[src/rtl/simd_cmp_pkg.sv]
// Package: shared operation codes for the packed lane compare unit.
// Assumes: op codes not listed here are treated as "no operation" by the unit.
package simd_cmp_pkg;

    typedef enum logic [2:0] {
        OP_MASK_LT = 3'b000,
        OP_MIN_MAX = 3'b011
    } simd_op_e;

    // Number of trailing zeros of a boundary index (its tree level).
    function automatic int boundary_level(input int idx);
        int lvl;
        lvl = 0;
        for (int k = 0; k < 31; k++) begin
            if (((idx >> k) & 1) == 0 && lvl == k) lvl = k + 1;
        end
        return lvl;
    endfunction

endpackage

[src/rtl/simd_cmp_lane_map.sv]
// Module: simd_cmp_lane_map
// Turns the thermometer lane-width code into (a) a one-hot selection of the
// combining-tree level that matches the lane width and (b) a flag for every
// segment that sits at the top of its lane (it holds the lane's sign bit).
// Assumes: simd_i is a legal thermometer code filled from bit 0.
module simd_cmp_lane_map #(
    parameter int NSEG = 8,
    parameter int LVL  = 3
) (
    input  logic [LVL-1:0]  simd_i,
    output logic [LVL:0]    lvl_sel_o,
    output logic [NSEG-1:0] seg_top_o
);
    import simd_cmp_pkg::*;

    // Purpose: one-hot level select from the thermometer code.
    always_comb begin
        lvl_sel_o[0]   = ~simd_i[0];
        for (int l = 1; l < LVL; l++) begin
            lvl_sel_o[l] = simd_i[l-1] & ~simd_i[l];
        end
        lvl_sel_o[LVL] = simd_i[LVL-1];
    end

    genvar i;
    generate
        for (i = 0; i < NSEG; i++) begin : g_top
            if (i == NSEG - 1) begin : g_last
                // Purpose: the highest segment always ends a lane.
                assign seg_top_o[i] = 1'b1;
            end else begin : g_inner
                localparam int BLVL = boundary_level(i + 1);
                // Purpose: a boundary is a lane edge unless the width covers it.
                assign seg_top_o[i] = ~simd_i[BLVL];
            end
        end
    endgenerate

endmodule

[src/rtl/simd_cmp_seg_cmp.sv]
// Module: simd_cmp_seg_cmp
// Compares one segment of the two operands. When the segment carries the
// sign bit of a signed lane, that bit is inverted on both sides, which maps
// two's-complement order onto unsigned order.
// Assumes: flip_msb_i is only set for the top segment of a signed lane.
module simd_cmp_seg_cmp #(
    parameter int SEG_W = 8
) (
    input  logic [SEG_W-1:0] a_i,
    input  logic [SEG_W-1:0] b_i,
    input  logic             flip_msb_i,
    output logic             lt_o,
    output logic             eq_o
);
    logic [SEG_W-1:0] a_adj;
    logic [SEG_W-1:0] b_adj;

    // Purpose: bias the sign bit for signed lanes.
    always_comb begin
        a_adj = a_i;
        b_adj = b_i;
        a_adj[SEG_W-1] = a_i[SEG_W-1] ^ flip_msb_i;
        b_adj[SEG_W-1] = b_i[SEG_W-1] ^ flip_msb_i;
    end

    // Purpose: segment-local less-than and equality flags.
    always_comb begin
        lt_o = (a_adj < b_adj);
        eq_o = (a_adj == b_adj);
    end

endmodule

[src/rtl/simd_cmp_tree.sv]
// Module: simd_cmp_tree
// Merges segment less-than/equal flags into 2x, 4x, ... wider groups. A group
// is "less" if its upper half is less, or if its upper half is equal and its
// lower half is less. Each segment then picks the group result of the level
// that matches the current lane width.
// Assumes: lvl_sel_i is one-hot.
module simd_cmp_tree #(
    parameter int NSEG = 8,
    parameter int LVL  = 3
) (
    input  logic [NSEG-1:0] seg_lt_i,
    input  logic [NSEG-1:0] seg_eq_i,
    input  logic [LVL:0]    lvl_sel_i,
    output logic [NSEG-1:0] lane_lt_o
);
    logic [LVL:0][NSEG-1:0] lt_lv;
    logic [LVL:0][NSEG-1:0] eq_lv;

    // Purpose: build every level of the combining tree.
    always_comb begin
        lt_lv    = '0;
        eq_lv    = '0;
        lt_lv[0] = seg_lt_i;
        eq_lv[0] = seg_eq_i;
        for (int l = 1; l <= LVL; l++) begin
            for (int n = 0; n < (NSEG >> l); n++) begin
                lt_lv[l][n] = lt_lv[l-1][2*n+1]
                            | (eq_lv[l-1][2*n+1] & lt_lv[l-1][2*n]);
                eq_lv[l][n] = eq_lv[l-1][2*n+1] & eq_lv[l-1][2*n];
            end
        end
    end

    // Purpose: each segment takes the result of its own lane.
    always_comb begin
        for (int s = 0; s < NSEG; s++) begin
            lane_lt_o[s] = 1'b0;
            for (int l = 0; l <= LVL; l++) begin
                lane_lt_o[s] = lane_lt_o[s] | (lvl_sel_i[l] & lt_lv[l][s >> l]);
            end
        end
    end

endmodule

[src/rtl/simd_cmp_unit.sv]
// Module: simd_cmp_unit (top)
// Combinational packed-lane compare / min-max unit. The operands are split
// into segments; segment flags are merged per lane width, and the lane
// result drives either a mask (compare) or a select (min/max) on each segment.
// Assumes: DATA_W is SEG_W times a power of two of at least 2; simd_i is a
// legal thermometer code.
module simd_cmp_unit #(
    parameter int DATA_W = 64,
    parameter int SEG_W  = 8,
    localparam int NSEG  = DATA_W / SEG_W,
    localparam int LVL   = $clog2(NSEG)
) (
    input  logic [DATA_W-1:0] opa_i,
    input  logic [DATA_W-1:0] opb_i,
    input  logic [LVL-1:0]    simd_i,
    input  logic [2:0]        op_i,
    input  logic              signed_i,
    output logic [DATA_W-1:0] res_y_o,
    output logic [DATA_W-1:0] res_z_o
);
    import simd_cmp_pkg::*;

    logic [LVL:0]    lvl_sel;
    logic [NSEG-1:0] seg_top;
    logic [NSEG-1:0] seg_lt;
    logic [NSEG-1:0] seg_eq;
    logic [NSEG-1:0] lane_lt;

    simd_cmp_lane_map #(.NSEG(NSEG), .LVL(LVL)) u_map (
        .simd_i    (simd_i),
        .lvl_sel_o (lvl_sel),
        .seg_top_o (seg_top)
    );

    genvar s;
    generate
        for (s = 0; s < NSEG; s++) begin : g_seg
            simd_cmp_seg_cmp #(.SEG_W(SEG_W)) u_seg (
                .a_i        (opa_i[s*SEG_W +: SEG_W]),
                .b_i        (opb_i[s*SEG_W +: SEG_W]),
                .flip_msb_i (signed_i & seg_top[s]),
                .lt_o       (seg_lt[s]),
                .eq_o       (seg_eq[s])
            );
        end
    endgenerate

    simd_cmp_tree #(.NSEG(NSEG), .LVL(LVL)) u_tree (
        .seg_lt_i  (seg_lt),
        .seg_eq_i  (seg_eq),
        .lvl_sel_i (lvl_sel),
        .lane_lt_o (lane_lt)
    );

    // Purpose: per-segment output steering by operation.
    always_comb begin
        res_y_o = '0;
        res_z_o = '0;
        for (int k = 0; k < NSEG; k++) begin
            case (op_i)
                OP_MASK_LT: begin
                    res_y_o[k*SEG_W +: SEG_W] = {SEG_W{lane_lt[k]}};
                end
                OP_MIN_MAX: begin
                    res_y_o[k*SEG_W +: SEG_W] = lane_lt[k] ? opa_i[k*SEG_W +: SEG_W]
                                                           : opb_i[k*SEG_W +: SEG_W];
                    res_z_o[k*SEG_W +: SEG_W] = lane_lt[k] ? opb_i[k*SEG_W +: SEG_W]
                                                           : opa_i[k*SEG_W +: SEG_W];
                end
                default: ;
            endcase
        end
    end

endmodule

[config.mk]
export PLATFORM = sky130hd
export DESIGN_NAME = simd_cmp_unit
export DESIGN_NICKNAME = d
export VERILOG_FILES = /design/src/rtl/simd_cmp_pkg.sv /design/src/rtl/simd_cmp_lane_map.sv /design/src/rtl/simd_cmp_seg_cmp.sv /design/src/rtl/simd_cmp_tree.sv /design/src/rtl/simd_cmp_unit.sv
export SDC_FILE = /design/constraint.sdc
export NUM_CORES = 1
export LEC_CHECK = 0
export ABC_AREA = 1
export BUFFER_PORTS_ARGS = -buffer_cell sky130_fd_sc_hd__buf_4
export CORE_ASPECT_RATIO = 2
export CORE_MARGIN = 5
export CORE_UTILIZATION = 43
export DETAILED_ROUTE_END_ITERATION = 7
export GPL_ROUTABILITY_DRIVEN = 0
export PLACE_DENSITY = 0.85
export REMOVE_ABC_BUFFERS = 1
export SLEW_MARGIN = 20
export SYNTH_ARGS = -nofsm -noshare
export SYNTH_HDL_FRONTEND = slang
export SYNTH_HIERARCHICAL = 1
export SYNTH_SLANG_ARGS = --single-unit
[constraint.sdc]
create_clock -name vclk -period 2.5
set_input_delay 0.25 -clock vclk [all_inputs]
set_output_delay 0.25 -clock vclk [all_outputs]
set_load 0.01 [all_outputs]
* Word-level counts from Yosys, hierarchy flattened *
Cells that the tools add are included.

storage, ports and cells
  flip-flop bits (word level) = 0
  input port bits = 135
  logic and storage cells = 130

cells by class
  $lt $le $gt $ge = 8
  eq/ne operators = 8
  multiplexer cells = 32
  bitwise gates (word level) = 81
  reduce and logical (&&, ||, !) cells = 1

operators with widths
  cell                                                 number
  two-way mux 8 bit                                    24
  one-hot mux 8 bit (2 select lines)                   8
  < comparator 8 bit                                   8
  equality test 8 bit                                  7
  bitwise AND 1 bit                                    31
  OR 1 bit                                             31
  bitwise XOR 1 bit                                    16
  equality test 3 x 2 -> 1 bit, second input constant  1
  logical NOT 3 bit                                    1
  inverter 1 bit                                       3

* Longest topological paths before layout *
  depth in word-level cells = 14
  mapped depth = 23
  mapped depth without buffers = 21

* Hierarchy *
The synthesis kept the hierarchy.

modules (own cells, without submodules)
  module             instances  cells each  area an instance (um^2)  seq. area each (um^2)
  simd_cmp_unit      1          652         2,591.2                  0.0
  simd_cmp_seg_cmp   8          38          235.2                    0.0
  simd_cmp_tree      1          62          270.3                    0.0
  simd_cmp_lane_map  1          13          77.6                     0.0

* Worst setup path before layout *
OpenSTA, ideal clock, no wires.

  path type = input to output
  from = input port simd_i[0]
  to = output port res_z_o[32]
  data arrival time = 2.593 ns
  data required time = 2.250 ns
  slack = -0.343 ns
  stages = 21
  buffers on the path = 3
  cells stage by stage = inv_1 buf_4 nand2_1 inv_1 xor2_1 ha_1 a21oi_1 nand2_1 a21oi_1 nand2_1 nand2_1 inv_1 nand2_2 nand2_2 nand2_2 nand2_4 nand2_1 buf_2 clkbuf_1 o21ai_0 nor2_1

on the way
  elaborated cells between the ends (all ways) = 45
  classes of those cells = order compare (4); eq/ne (3); mux (2); bitwise (36)

RTL lines
  element                                      RTL line                                        source
  start: declaration                           simd_cmp_unit.sv:15                             input logic [LVL-1:0] simd_i,
  inverter 1 bit *                             simd_cmp_lane_map.sv:34                         assign seg_top_o[i] = ~simd_i[BLVL];
  via seg_top[2]                               simd_cmp_unit.sv:24                             logic [NSEG-1:0] seg_top;
  bitwise AND 1 bit *                          simd_cmp_unit.sv:41                             .flip_msb_i (signed_i & seg_top[s]),
  bitwise XOR 1 bit, on equally long branches  simd_cmp_seg_cmp.sv:22, simd_cmp_seg_cmp.sv:23
  < comparator 8 bit *                         simd_cmp_seg_cmp.sv:28                          lt_o = (a_adj < b_adj);
  via seg_lt[2]                                simd_cmp_unit.sv:25                             logic [NSEG-1:0] seg_lt;
  bitwise AND 1 bit *                          simd_cmp_tree.sv:28                             | (eq_lv[l-1][2*n+1] & lt_lv[l-1][2*n]);
  OR 1 bit * (2 in series)                     simd_cmp_tree.sv:28
  bitwise AND 1 bit *                          simd_cmp_tree.sv:28
  OR 1 bit *                                   simd_cmp_tree.sv:28
  bitwise AND 1 bit *                          simd_cmp_tree.sv:39                             lane_lt_o[s] = lane_lt_o[s] | (lvl_sel_i[l] & lt_lv[l][s >> l]);
  OR 1 bit *                                   simd_cmp_tree.sv:39
  via lane_lt[4]                               simd_cmp_unit.sv:27                             logic [NSEG-1:0] lane_lt;
  two-way mux 8 bit *                          simd_cmp_unit.sv:67                             res_z_o[k*SEG_W +: SEG_W] = lane_lt[k] ? opb_i[k*SEG_W +: SEG_W]
  two-way mux 8 bit *                          simd_cmp_unit.sv:60                             case (op_i)
  end: declaration                             simd_cmp_unit.sv:19                             output logic [DATA_W-1:0] res_z_o

Mark *: on every way through the listed nets, which the timed path passes. The rest lies on a longest branch.

* Final worst setup path *
  from = input port signed_i
  to = output port res_y_o[45]

on the way
  elaborated cells between the ends (all ways) = 61
  classes of those cells = order compare (8); eq/ne (7); mux (2); bitwise (44)

RTL lines
  element                                        RTL line                                        source
  start: declaration                             simd_cmp_unit.sv:17                             input logic signed_i,
  bitwise XOR 1 bit, on equally long branches    simd_cmp_seg_cmp.sv:22, simd_cmp_seg_cmp.sv:23
  < comparator 8 bit *                           simd_cmp_seg_cmp.sv:28
  via seg_lt[7]                                  simd_cmp_unit.sv:25
  OR 1 bit * (2 in series)                       simd_cmp_tree.sv:28
  bitwise AND 1 bit or OR 1 bit (tied branches)  simd_cmp_tree.sv:39, simd_cmp_tree.sv:28
  OR 1 bit or bitwise AND 1 bit (tied branches)  simd_cmp_tree.sv:39
  OR 1 bit *                                     simd_cmp_tree.sv:39
  via lane_lt[5]                                 simd_cmp_unit.sv:27
  two-way mux 8 bit                              simd_cmp_unit.sv:65                             res_y_o[k*SEG_W +: SEG_W] = lane_lt[k] ? opa_i[k*SEG_W +: SEG_W]
  one-hot mux 8 bit (2 select lines) *           simd_cmp_unit.sv:60
  end: declaration                               simd_cmp_unit.sv:18                             output logic [DATA_W-1:0] res_y_o,

Marked as above.

==> metrics.yaml <==
cp_max_fo: 8
drive_gt1_share_pct: 40.7
grt.busiest_layer: "met2"
postRouteAntennaNets: 0
syn_inst: 1029
fin_crit_sh_pct: 118
grt_max_degree: 66
ys_warn_count: 6
synth_area_um2: 4810
met3_usage_pct: 3.06
slew_headroom_pct: 50.2
die_w_um: 84.8
place_inst: 1487
wl_per_cell_um: 14.6
synthToLayoutAreaGrowth_pct: 79.8
grt_pass1_vias: 7226
crit_type: "input port to output pin"
layout_common_cells: "nand2_1, buf_4, inv_1"
maxSlewViolCount: 0
seq_cells: 0
rsz0062_at_grt: "yes"
critPathLaunchType: "input port"
status: "finished with violations"
crit_required_ns: 2.25
clkbuf_count: 0
worst_pin_slew_ns: 0.746
core_um2: 10900
port_buffers: 263
period_minus_slack_ns: 2.95
min_path_type: "input port to output pin"
crit_end: "res_y_o[45]"
dp_hpwl_um: 15800
drv_cap: 0
setup_viol: 128
leakage_nw: 5.54
power.density_nw_per_um2: 302
syn_avg_cell_area_um2: 4.67
end_kind: "output pin"
track_usage_pct: 27.5
seq_area_um2: 0
n_antenna_cell: 0
grt_overflow: 0
antenna_found_initial: 0
met2_usage_pct: 55.7
finalNetCount: 1563
hold_violations: 0
start_util_pct: 43.9
die_h_um: 160
crit_start: "signed_i"
via_count: 7720
grt.met1_usage_pct: 26.9
rows: 54
fmax_ghz: 0.339
vdd_drop_max_v: 0.000170
drt-pass1-iter-count: 5
cp.arrival_ns: 2.70
worst_hold_slack_ns: 0.845
via_per_inst: 5.14
timing.final.ws_setup_ns: -0.447
grt_pass1_wl_um: 31900
finalWirelength_um: 22000
drcViolationCount: 0
final_common_cell: "nand2_1"
io_pins: 263
drt-initial-drc-count: 322
violations: "setup timing"
dieArea_um2: 13500
final_cells: 1502
cell type report:
type                            instances  area [um2]
Multi-Input combinational cell        800        4500
Timing Repair Buffer                  379        3260
Fill cell                             836        2300
Inverter                              183         712
Tap cell                              140         175
critical path, stage by stage:
cell and delay, ns:
buf_12 0.12, nand2_1 0.05, inv_1 0.06, xor2_1 0.17
ha_1 0.34, a21oi_1 0.16, nand2_1 0.06, a21oi_1 0.12
inv_1 0.09, nand2_1 0.09, inv_1 0.06, nand2_2 0.12
inv_2 0.06, nand2_4 0.09, nand2_8 0.14, nand2_8 0.16
clkbuf_16 0.16, nand2_2 0.05, nand2_1 0.06, nand2_1 0.06
nand2_1 0.12, buf_6 0.10
what timing repair did:
item                       in CTS  in global routing
cloned                          3                  8
buffers inserted                5                  1
gates resized for setup        85                215
hold buffers                    0                  0
pin swaps                      25                117
setup endpoints to repair     128                128
layer usage:
metal	wire (um)	vias to the layer above
met2	12000	366
met4	1310	0
met1	7440	3499
li1	-	3745
met3	1270	110
met5	0	-
worst min path at each step:
stage	from	end	slack, ns	cells past startpoint
after detailed placement	opa_i[6]	res_z_o[6]	0.86	4
after global placement	opa_i[48]	res_z_o[48]	0.86	4
after floorplan	opb_i[29]	res_z_o[29]	0.67	4
after global routing	opa_i[9]	res_z_o[9]	0.86	4
final	opa_i[13]	res_z_o[13]	0.84	4
after CTS	opa_i[6]	res_z_o[6]	0.86	4
per-stage QoR:
step           total power (W)  area [um2]  worst slack [ns]  setup TNS (ns)  utilization, %
2_1_floorplan          0.00101        4560            -0.403          -47.43               -
3_3_place_gp           0.00191        7540            -0.672          -73.86            68.9
3_5_place_dp           0.00195        7540            -0.739          -81.31            68.9
4_1_cts                0.00219        7930            -0.377          -39.17            72.4
5_1_grt                0.00284        8640            -0.670          -73.27            79.0
6_report               0.00261        8640            -0.447          -46.83            79.0
power breakdown:
part           total, W  internal [W]  leakage (nW)  switching [W]
combinational   0.00261       0.00121          5.54        0.00140
clock                 0             0             0              0
sequential            0             0             0              0
total           0.00261       0.00121          5.54        0.00140
No activity file was read; power rests on OpenSTA's default activity.
